--- src/rtl/irq_msg_pkg.sv ---
package irq_msg_pkg;

  localparam int VEC_W  = 8;
  localparam int DEST_W = 8;
  localparam int DM_W   = 3;

  localparam logic [DM_W-1:0] DM_EXT_VECTOR = 3'b111;

  // Routing entry, MSB first: dest, mask, trigger, polarity, dest mode, delivery mode, vector
  typedef struct packed {
    logic [DEST_W-1:0] dest;
    logic              mask;
    logic              trig;
    logic              pol;
    logic              dst_mode;
    logic [DM_W-1:0]   dmode;
    logic [VEC_W-1:0]  vector;
  } route_t;

  localparam int ENTRY_W = $bits(route_t);

  typedef struct packed {
    logic [DEST_W-1:0] dest;
    logic [DM_W-1:0]   dmode;
    logic              dst_mode;
    logic              level;
    logic              trig;
    logic [VEC_W-1:0]  vector;
  } imsg_t;

  localparam int MSG_W = $bits(imsg_t);

  function automatic logic wants_ext_vector(input route_t e);
    return e.dmode == DM_EXT_VECTOR;
  endfunction

  function automatic imsg_t compose_msg(input route_t e, input logic [VEC_W-1:0] vec);
    imsg_t m;
    m.dest     = e.dest;
    m.dmode    = e.dmode;
    m.dst_mode = e.dst_mode;
    m.level    = e.pol;
    m.trig     = e.trig;
    m.vector   = vec;
    return m;
  endfunction

endpackage

--- src/rtl/pin_edge_tracker.sv ---
module pin_edge_tracker #(
  parameter int NUM_PINS = 8
) (
  input  logic                clk,
  input  logic                rst_n,
  input  logic [NUM_PINS-1:0] pin_i,
  output logic [NUM_PINS-1:0] level_q_o,
  output logic [NUM_PINS-1:0] rise_o
);

  for (genvar g = 0; g < NUM_PINS; g++) begin : g_pin
    logic lvl_q;

    always_ff @(posedge clk) begin
      if (!rst_n) lvl_q <= 1'b0;
      else        lvl_q <= pin_i[g];
    end

    assign level_q_o[g] = lvl_q;
    assign rise_o[g]    = pin_i[g] & ~lvl_q;
  end

endmodule

--- src/rtl/pend_arbiter.sv ---
module pend_arbiter #(
  parameter int NUM_PINS = 8,
  localparam int IDX_W   = (NUM_PINS > 1) ? $clog2(NUM_PINS) : 1
) (
  input  logic                clk,
  input  logic                rst_n,
  input  logic [NUM_PINS-1:0] set_i,
  input  logic                take_i,
  output logic [NUM_PINS-1:0] pend_o,
  output logic [NUM_PINS-1:0] grant_o,
  output logic [IDX_W-1:0]    idx_o,
  output logic                any_o
);

  logic [NUM_PINS-1:0] pend_q;
  logic [NUM_PINS-1:0] clear_w;

  // lowest set bit of the pending vector
  assign grant_o = pend_q & (~pend_q + {{(NUM_PINS-1){1'b0}}, 1'b1});
  assign any_o   = |pend_q;
  assign clear_w = take_i ? grant_o : '0;

  always_comb begin
    idx_o = '0;
    for (int i = NUM_PINS - 1; i >= 0; i--) begin
      if (pend_q[i]) idx_o = IDX_W'(i);
    end
  end

  always_ff @(posedge clk) begin
    if (!rst_n) pend_q <= '0;
    else        pend_q <= (pend_q & ~clear_w) | set_i;
  end

  assign pend_o = pend_q;

endmodule

--- src/rtl/msg_engine.sv ---
module msg_engine
  import irq_msg_pkg::*;
#(
  parameter int NUM_PINS = 8,
  localparam int IDX_W   = (NUM_PINS > 1) ? $clog2(NUM_PINS) : 1
) (
  input  logic                        clk,
  input  logic                        rst_n,
  input  logic                        any_i,
  input  logic [IDX_W-1:0]            idx_i,
  input  logic [NUM_PINS*ENTRY_W-1:0] tbl_i,
  output logic                        take_o,
  output logic                        ext_req_o,
  input  logic                        ext_ack_i,
  input  logic [VEC_W-1:0]            ext_vec_i,
  output logic                        msg_valid_o,
  input  logic                        msg_ready_i,
  output imsg_t                       msg_o
);

  typedef enum logic [1:0] {ST_IDLE, ST_FETCH, ST_SEND} eng_st_t;

  eng_st_t state_q;
  route_t  entry_q;
  imsg_t   msg_q;
  route_t  sel_entry;

  assign sel_entry = route_t'(tbl_i[int'(idx_i)*ENTRY_W +: ENTRY_W]);
  assign take_o    = (state_q == ST_IDLE) && any_i;

  always_ff @(posedge clk) begin
    if (!rst_n) begin
      state_q <= ST_IDLE;
      entry_q <= '0;
      msg_q   <= '0;
    end else begin
      unique case (state_q)
        ST_IDLE: begin
          if (any_i) begin
            entry_q <= sel_entry;
            if (wants_ext_vector(sel_entry)) begin
              state_q <= ST_FETCH;
            end else begin
              msg_q   <= compose_msg(sel_entry, sel_entry.vector);
              state_q <= ST_SEND;
            end
          end
        end
        ST_FETCH: begin
          if (ext_ack_i) begin
            msg_q   <= compose_msg(entry_q, ext_vec_i);
            state_q <= ST_SEND;
          end
        end
        ST_SEND: begin
          if (msg_ready_i) state_q <= ST_IDLE;
        end
        default: state_q <= ST_IDLE;
      endcase
    end
  end

  assign ext_req_o   = (state_q == ST_FETCH);
  assign msg_valid_o = (state_q == ST_SEND);
  assign msg_o       = msg_q;

endmodule

--- src/rtl/irq_msg_builder.sv ---
module irq_msg_builder
  import irq_msg_pkg::*;
#(
  parameter int NUM_PINS = 8
) (
  input  logic                        clk,
  input  logic                        rst_n,
  input  logic [NUM_PINS-1:0]         pin_i,
  input  logic [NUM_PINS*ENTRY_W-1:0] tbl_i,
  output logic                        ext_req_o,
  input  logic                        ext_ack_i,
  input  logic [VEC_W-1:0]            ext_vec_i,
  output logic                        msg_valid_o,
  input  logic                        msg_ready_i,
  output logic [DEST_W-1:0]           msg_dest_o,
  output logic [VEC_W-1:0]            msg_vector_o,
  output logic [DM_W-1:0]             msg_dmode_o,
  output logic                        msg_dest_mode_o,
  output logic                        msg_level_o,
  output logic                        msg_trigger_o
);

  localparam int IDX_W = (NUM_PINS > 1) ? $clog2(NUM_PINS) : 1;

  logic [NUM_PINS-1:0] level_q_w;
  logic [NUM_PINS-1:0] rise_w;
  logic [NUM_PINS-1:0] mask_w;
  logic [NUM_PINS-1:0] accept_w;
  logic [NUM_PINS-1:0] pend_w;
  logic [NUM_PINS-1:0] grant_w;
  logic [IDX_W-1:0]    idx_w;
  logic                any_w;
  logic                take_w;
  imsg_t               msg_w;

  for (genvar g = 0; g < NUM_PINS; g++) begin : g_mask
    route_t ent;
    assign ent       = route_t'(tbl_i[g*ENTRY_W +: ENTRY_W]);
    assign mask_w[g] = ent.mask;
  end

  assign accept_w = rise_w & ~mask_w;

  pin_edge_tracker #(.NUM_PINS(NUM_PINS)) u_track (
    .clk      (clk),
    .rst_n    (rst_n),
    .pin_i    (pin_i),
    .level_q_o(level_q_w),
    .rise_o   (rise_w)
  );

  pend_arbiter #(.NUM_PINS(NUM_PINS)) u_arb (
    .clk    (clk),
    .rst_n  (rst_n),
    .set_i  (accept_w),
    .take_i (take_w),
    .pend_o (pend_w),
    .grant_o(grant_w),
    .idx_o  (idx_w),
    .any_o  (any_w)
  );

  msg_engine #(.NUM_PINS(NUM_PINS)) u_eng (
    .clk        (clk),
    .rst_n      (rst_n),
    .any_i      (any_w),
    .idx_i      (idx_w),
    .tbl_i      (tbl_i),
    .take_o     (take_w),
    .ext_req_o  (ext_req_o),
    .ext_ack_i  (ext_ack_i),
    .ext_vec_i  (ext_vec_i),
    .msg_valid_o(msg_valid_o),
    .msg_ready_i(msg_ready_i),
    .msg_o      (msg_w)
  );

  assign msg_dest_o      = msg_w.dest;
  assign msg_vector_o    = msg_w.vector;
  assign msg_dmode_o     = msg_w.dmode;
  assign msg_dest_mode_o = msg_w.dst_mode;
  assign msg_level_o     = msg_w.level;
  assign msg_trigger_o   = msg_w.trig;

endmodule

--- config.mk ---
export PLATFORM = sky130hd
export DESIGN_NAME = irq_msg_builder
export DESIGN_NICKNAME = d
export VERILOG_FILES = /design/src/rtl/irq_msg_pkg.sv /design/src/rtl/pin_edge_tracker.sv /design/src/rtl/pend_arbiter.sv /design/src/rtl/msg_engine.sv /design/src/rtl/irq_msg_builder.sv
export SDC_FILE = /design/constraint.sdc
export NUM_CORES = 1
export LEC_CHECK = 0
export ABC_AREA = 1
export BUFFER_PORTS_ARGS = -buffer_cell sky130_fd_sc_hd__buf_2
export CAP_MARGIN = 20
export CORE_UTILIZATION = 48
export DETAILED_ROUTE_END_ITERATION = 10
export PLACE_DENSITY = 0.85
export SLEW_MARGIN = 5
export SYNTH_ARGS = -nofsm -noshare
export SYNTH_HDL_FRONTEND = slang
export SYNTH_SLANG_ARGS = --single-unit
export TNS_END_PERCENT = 30
--- constraint.sdc ---
create_clock -name clk -period 2.3 [get_ports clk]
set_input_delay 0.115 -clock clk [delete_from_list [all_inputs] [get_ports clk]]
set_output_delay 0.115 -clock clk [all_outputs]
set_load 0.005 [all_outputs]
==> results of run 1 <==
final cells by class:
cell class,count,share of cell area (%)
repair buffers,253,23.48
well taps,129,2.622
inverters,110,6.707
multi-input cells,587,48.15
flip-flops and latches,54,17.58
clock inverters,3,0.3455
clock buffers,5,1.118
how the worst max path moves through the flow:
stage	from	endpoint	cells after the start
3_3_place_gp	u_arb.pend_o[6]$_SDFF_PN0_	u_eng.msg_o[5]$_SDFFE_PN0P_	18
3_5_place_dp	u_arb.pend_o[6]$_SDFF_PN0_	u_eng.msg_o[21]$_SDFFE_PN0P_	17
2_1_floorplan	u_arb.pend_o[6]$_SDFF_PN0_	u_eng.state_q[1]$_SDFFE_PN0P_	18
5_1_grt	u_arb.pend_o[6]$_SDFF_PN0_	u_eng.state_q[1]$_SDFFE_PN0P_	18
4_1_cts	u_arb.pend_o[6]$_SDFF_PN0_	u_eng.msg_o[21]$_SDFFE_PN0P_	17
6_report	u_arb.pend_o[6]$_SDFF_PN0_	u_eng.msg_o[9]$_SDFFE_PN0P_	18
synthesized netlist by cell type:
master / number
a21oi_1: 26
a21oi_4: 1
buf_1: 4
buf_2: 22
buf_4: 6
buf_6: 9
buf_8: 1
clkbuf_1: 15
clkinv_1: 1
dfxtp_1: 54
inv_1: 103
inv_2: 6
nand2_1: 184
nand2_2: 3
nand2_4: 2
nand3_1: 223
nand3_2: 5
nand3b_1: 36
nor2_1: 42
nor2_2: 21
nor2_4: 1
nor2_8: 2
nor3_1: 1
o21ai_0: 19
o41ai_1: 1
or2_2: 8
or3b_2: 7
registers in the layout, summed over array words and instances (netlist names):
register and cells:
u_eng.msg_o 22, u_arb.pend_o 8, u_eng.state_q 2, u_eng.entry_q 14, u_track.g_pin.lvl_q 8
what timing repair did:
action,4_1_cts,5_1_grt
hold buffers,8,0
endpoints found under the hold margin,8,0
gates resized for setup,0,15
setup endpoints to repair,0,23
setup buffers,0,1
metal layers:
| metal | GRT usage, % | part of all wire, % | vias to the layer above |
|---|---|---|---|
| met5 | 0 | 0 | - |
| met1 | 34.32 | 40 | 2685 |
| met4 | 7.469 | 1.7 | 0 |
| li1 | - | - | 2998 |
| met3 | 3.953 | 8.3 | 27 |
| met2 | 52.80 | 50 | 297 |
critical path, cell delays in order (launching register included):
cell and delay [ps]:
dfxtp_2 360, inv_1 40, nand2_1 40, nand2_1 40
nand2_1 50, nand2_1 70, nand2_2 110, nand2_8 110
buf_16 190, nand3_1 80, nand3_1 120, nand3_1 130
nand2_2 90, nand2_2 110, nor2_4 50, buf_12 140
nor2_4 240, nor2_2 50, nor2_1 100
cells by family after synthesis:
logic type,Yosys count,synth area share (%)
and+or+nand+nor,535,55.71
buffers and inverters,167,16.04
DFF,54,22.94
AOI/OAI and AO/OA,47,5.311
where the power goes:
part | switching, mW | total (mW) | leakage, nW | internal (mW)
clock | 0.325 | 0.540 | 0.0441 | 0.215
sequential | 0.169 | 1.38 | 0.449 | 1.21
combinational | 1.76 | 2.88 | 3.00 | 1.12
==> results.md, run 1 <==
* Share of cells above drive strength 1 at 31.62%
* Library cells used by synthesis at 27
* Reg-to-Reg End: u_eng.msg_o[9]$_SDFFE_PN0P_
* Die X at 101.1 um
* I/O Pins at 228
* Hold_sp: tbl_i[106]
* WL final at roughly 16 mm
* R2r setup slk at between 90 and 100 ps
* CTS Buf Count at 5
* DRT iter0 DRCs at 482
* Row count at 35
* Critical Path AT at 2450 ps
* Syn Inst Count at 803
* Area grow syn2layout at 30.64%
* Outcome: completed
* Total number of vias at between 6000 and 7000
* # fillers at 926
* Syn nets at ~1000
* Setup TNS at 0 ps
* Req. time, crit path at 2550 ps
* Worst setup path category: register to register
* Leak at ~3.5 nW
* DP Area at just under 6000 um2
* Initial Util at 50.28%
* Worst-Skew Late Latency at 320 ps
* DR WL/cell at 13.71 um
* Worst Path Max Fanout at 34
* Slew HR at 71.16%
* Netlist Area Pre-Place at 4712 um2
* First-pass GRT wire length at about 23 mm
* Final instance area at 6156 um2
* Vias in the first global route at 5196
* Worst hold stages at 3
* Peak VDD IR at 0.4066 mV
* Worst slack, placed at 132.5 ps
* Post-layout nets at 1215
* Crit end category: register
* Yosys top cell area share at 23.69%
* Die Span Y at ~100 um
* CTS tree: built
* Number of port buffers at 227
* GRT Util Overall at 28.55%
* Grt total ovfl at 0
* PnR worst setup slack at 98.01 ps
* Commonest cells after routing, fill and taps aside: buf_2, nand3_1, nand2_1
* Clock Skew at 10.23 ps
* Final core occ at between 60% and 70%
* Post-route clock period utilization at 95.74%
* RePlAce Congestion at 0.8817
* Hold WC Path Type: primary input to register
* Max Cap Viol at 0
* Fmax at 454.1 MHz
* Cell taking the most area after synthesis: nand3_1
* Non-filler instance count after layout at ~1100
* Clock sink count at 54
* Die ar. at between 10000 and 15000 um2
* Worst reg2reg path depth at 18
* Setup violators final at 0
* Register area share after synthesis at 22.94%
* Synth top area cells: nand3_1, dfxtp_1, nand2_1
* # diodes at 0
* DRC errors left at 0
* TritonRoute pass-1 iters at 6
* Slew Limit Fails at 0
* Pwr/cell area at roughly 800 nW/um2
* Yosys warns at 0
* Dpl hpwl at 11.23 mm
* Sequential cell area at 1082 um2
* Area of the multi-input gates at 2964 um2
* Least-Margin Pin Slew at 432.1 ps
* Endpoints failing hold at 0
* CORE AREA at between 9000 and 10000 um2
* Clock Path Buffers at 2
* Seq cells post-synth at 54
* Final Power at 4.801 mW
* Crit path time final at 2202 ps
* Avg Cell Area, Syn at between 5 and 6 um2
* Initial antenna violation count at 0
* Most common cell after layout, fill and taps aside: buf_2
* Hold Path End: u_arb.pend_o[4]$_SDFF_PN0_
* Largest net degree at the start of global routing at 89
* Hold WS at 52.29 ps
* CP Launch Type: register
* DRT antenna net count at 0
* # placed instances at around 1100
* FF-to-FF Start: u_arb.pend_o[6]$_SDFF_PN0_
* H-tree depth at 2
* Reg clk slew, reported paths at 100 ps
* CTS root buf: clkbuf_8
* DR vias/cell at approximately 5.3
No activity file was read; power rests on OpenSTA's default activity.
==> inputs of run 2 (changes only) <==
--- a/config.mk
+++ b/config.mk
@@ -8,9 +8,9 @@
 export ABC_AREA = 1
 export BUFFER_PORTS_ARGS = -buffer_cell sky130_fd_sc_hd__buf_2
 export CAP_MARGIN = 20
-export CORE_UTILIZATION = 48
+export CORE_UTILIZATION = 29
 export DETAILED_ROUTE_END_ITERATION = 10
-export PLACE_DENSITY = 0.85
+export PLACE_DENSITY = 0.57
 export SLEW_MARGIN = 5
 export SYNTH_ARGS = -nofsm -noshare
 export SYNTH_HDL_FRONTEND = slang
==> run 2 against run 1 <==
Sequential power barely moved. Final area rose by 1.7%. Via count fell by 4.7%. Cell count rose by 7.1%. Critical path type unchanged. Combinational power barely moved. Sequential share of layout area fell by 0.32 points. Die area rose by 64%. Total power rose by 4.0%. Register-to-register slack improved by 90 ps.
==> results.md, run 2 (synthesis results as in run 1) <==
* Outcome: completed
* Hold WC Path Type: primary input to register
* TritonRoute pass-1 iters at 5 (-1)
* GRT Util Overall at 18.82% (-9.7 points)
* Worst setup path category: register to register
* Worst reg2reg path depth at 18 (unchanged)
* CP delay by family, top: simple AND/OR/NAND/NOR gates
* FF-to-FF Start: u_arb.pend_o[6]$_SDFF_PN0_
* DRT antenna net count at 0 (unchanged)
* Total number of vias at 5724 (-4.7%)
* DR WL/cell at 13.40 um (-2.3%)
* Slowest cell on crit path: dfxtp_1
* Clock sink count at 54 (unchanged)
* Hold WS at 6.470 ps (-45.82 ps)
* Reg clk slew, reported paths at 70 ps (-30 ps)
* DRT iter0 DRCs at 280 (-42%)
* H-tree depth at 2 (unchanged)
* Peak VDD IR at 0.3460 mV (-15%)
* Hold Path End: u_track.g_pin[2].lvl_q$_SDFF_PN0_
* Vias in the first global route at 5117 (-1.5%)
* Number of port buffers at 227 (unchanged)
* DR vias/cell at 4.684 (-11%)
* Reg-to-Reg End: u_eng.msg_o[16]$_SDFFE_PN0P_
* Worst hold stages at 3 (unchanged)
* Fmax at 472.6 MHz (+4.1%)
* RePlAce Congestion at 0.7840 (-11%)
* # fillers at 1804 (+95%)
* Req. time, crit path at 2490 ps (-60 ps)
* Crit end category: register
* Row count at 46 (+31%)
* Die ar. at 16760 um2 (+64%)
* CP Launch Type: register
* Largest net degree at the start of global routing at 62 (-30%)
* Cell mode on critical path: nand2_1
* Setup violators final at 0 (unchanged)
* Area of the multi-input gates at 2932 um2 (-1.1%)
* WL final at 16.38 mm (+4.7%)
* Clock Path Buffers at 2 (unchanged)
* Pwr/cell area at 797.0 nW/um2 (+2.2%)
* Worst-Skew Late Latency at 290 ps (-30 ps)
* Grt total ovfl at 0 (unchanged)
* Initial Util at 29.66% (-21 points)
* Max Cap Viol at 0 (unchanged)
* Area grow syn2layout at 32.90%
* Slew HR at 73.91% (+2.8 points)
* R2r setup slk at 180 ps (+90 ps)
* Worst Path Max Fanout at 16 (-53%)
* Die Span Y at 129.5 um (+28%)
* Sequential fraction of design power at 27.5% (-1.2 points)
* Clock Skew at 6.334 ps (-3.893 ps)
* CTS root buf: clkbuf_16
* Final core occ at 39.42% (-26 points)
* Combinational fraction of design power at 57.6% (-2.4 points)
* CTS tree: built
* Commonest cells after routing, fill and taps aside: buf_2, nand3_1, nand2_1
* Clk network pwr share at 14.9% (+3.7 points)
* Hold_sp: pin_i[2]
* Critical Path AT at 2310 ps (-140 ps)
* CP Cell Sequence: inv_1 -> nand2_1 -> nand2_1 -> nand2_1 -> nand2_1 -> nand2_2 -> nand2_8 -> nand2_8 -> nand2_1 -> nand3_1 -> nand3_1 -> nand2_1 -> nand2_1 -> nor2_4 -> nor2_4 -> buf_12 -> nor2_2 -> nor2_1
* First-pass GRT wire length at 25.01 mm (+7.6%)
* Most common cell after layout, fill and taps aside: buf_2
* CP bufs+invs at 2 (-1)
* Max incr delay on CP at 370 ps (about the same)
* CORE AREA at 15890 um2 (+70%)
* Crit path time final at 2116 ps (-86.15 ps)
* Slew Limit Fails at 0 (unchanged)
* Dpl hpwl at 11.99 mm (+6.7%)
* Share of cells above drive strength 1 at 31.61% (about the same)
* Sequential cell area at 1081 um2 (-0.12%)
* PnR worst setup slack at 184.2 ps (+86.15 ps)
* RSZ-0062 raised after global routing: false
* Least-Margin Pin Slew at 390.9 ps (-41.24 ps)
* Post-layout nets at 1209 (-0.49%)
* DRC errors left at 0 (unchanged)
* Internal power at 2.753 mW (+8.3%)
* Leak at 3.513 nW (+0.55%)
* Die X at 129.5 um (+28%)
* Setup TNS at 0 ps (unchanged)
* Switching Share at 44.85% (-2.2 points)
* Net Switching at 2.238 mW (-0.92%)
* Endpoints failing hold at 0 (unchanged)
* Post-route clock period utilization at 91.99% (-3.7 points)
* Worst slack, placed at 150.7 ps (+18.14 ps)
* Number of flip-flops in the largest register at 22 (unchanged)
* # diodes at 0 (unchanged)
* I/O Pins at 228 (unchanged)
* CTS Buf Count at 5 (unchanged)
* Initial antenna violation count at 0 (unchanged)
run 2: cell count changes in the layout (fill, tap and decap cells not counted), moves of 3 or more:
cell	before	now
buf_12	2	6
buf_4	11	14
clkbuf_16	1	6
clkbuf_8	5	0
dlygate4sd3_1	8	1
nand2_1	181	184
nand2_2	6	2
nor2_4	5	2
run 2: worst max-delay path by stage:
stage                          startpoint                             to  slack (ps)  cells after the start
4_1_cts        u_arb.pend_o[6]$_SDFF_PN0_  u_eng.state_q[1]$_SDFFE_PN0P_         120                     17
3_5_place_dp   u_arb.pend_o[6]$_SDFF_PN0_  u_eng.state_q[1]$_SDFFE_PN0P_         150                     17
5_1_grt        u_arb.pend_o[0]$_SDFF_PN0_   u_eng.msg_o[17]$_SDFFE_PN0P_           3                     16
2_1_floorplan  u_arb.pend_o[6]$_SDFF_PN0_  u_eng.state_q[1]$_SDFFE_PN0P_         460                     18
6_report       u_arb.pend_o[6]$_SDFF_PN0_   u_eng.msg_o[16]$_SDFFE_PN0P_         180                     18
3_3_place_gp   u_arb.pend_o[6]$_SDFF_PN0_    u_eng.msg_o[7]$_SDFFE_PN0P_         170                     17
run 2: repair_timing:
action | in CTS | in global routing
setup endpoints to repair | 0 | 23
hold endpoints to repair | 1 | 0
gates resized for setup | 0 | 6
hold buffers | 1 | 0
setup buffers | 0 | 6
run 2: power groups by stage:
stage | clock [mW] | sequential, mW | combinational, mW
after global routing | 0.818 | 1.41 | 3.26
after detailed placement | 0 | 1.40 | 2.76
after global placement | 0 | 1.40 | 2.74
after floorplan | 0 | 1.39 | 1.93
after CTS | 0.776 | 1.38 | 2.77
final | 0.742 | 1.37 | 2.88
run 2: layer usage:
layer	track usage, %	wire (um)
met5	0	0
met4	4.104	227
met3	3.055	1132
met2	33.65	7559
met1	23.64	7457
run 2: area by class of cell:
cell class                      count  share of cell area [%]
Timing Repair Buffer              250                   22.74
Inverter                          110                   6.593
Clock buffer                        6                   2.058
Sequential cell                    54                   17.26
Multi-Input combinational cell    584                   46.81
Tap cell                          216                   4.316
Clock inverter                      2                  0.2198
run 2: worst min-delay path, cell delays in order:
cell	delay [ps]
buf_2	80
nand2_1	40
inv_1	40
run 2: stage by stage:
| stage | instance area, um2 | instances | total power [mW] |
|---|---|---|---|
| 6_report | 6262 | 1222 | 4.991 |
| 5_1_grt | 6262 | 1222 | 5.483 |
| 4_1_cts | 6107 | 1213 | 4.919 |
| 3_5_place_dp | 5954 | 1204 | 4.152 |
| 3_3_place_gp | 5954 | 1204 | 4.133 |
| 2_1_floorplan | 4712 | 803 | 3.315 |
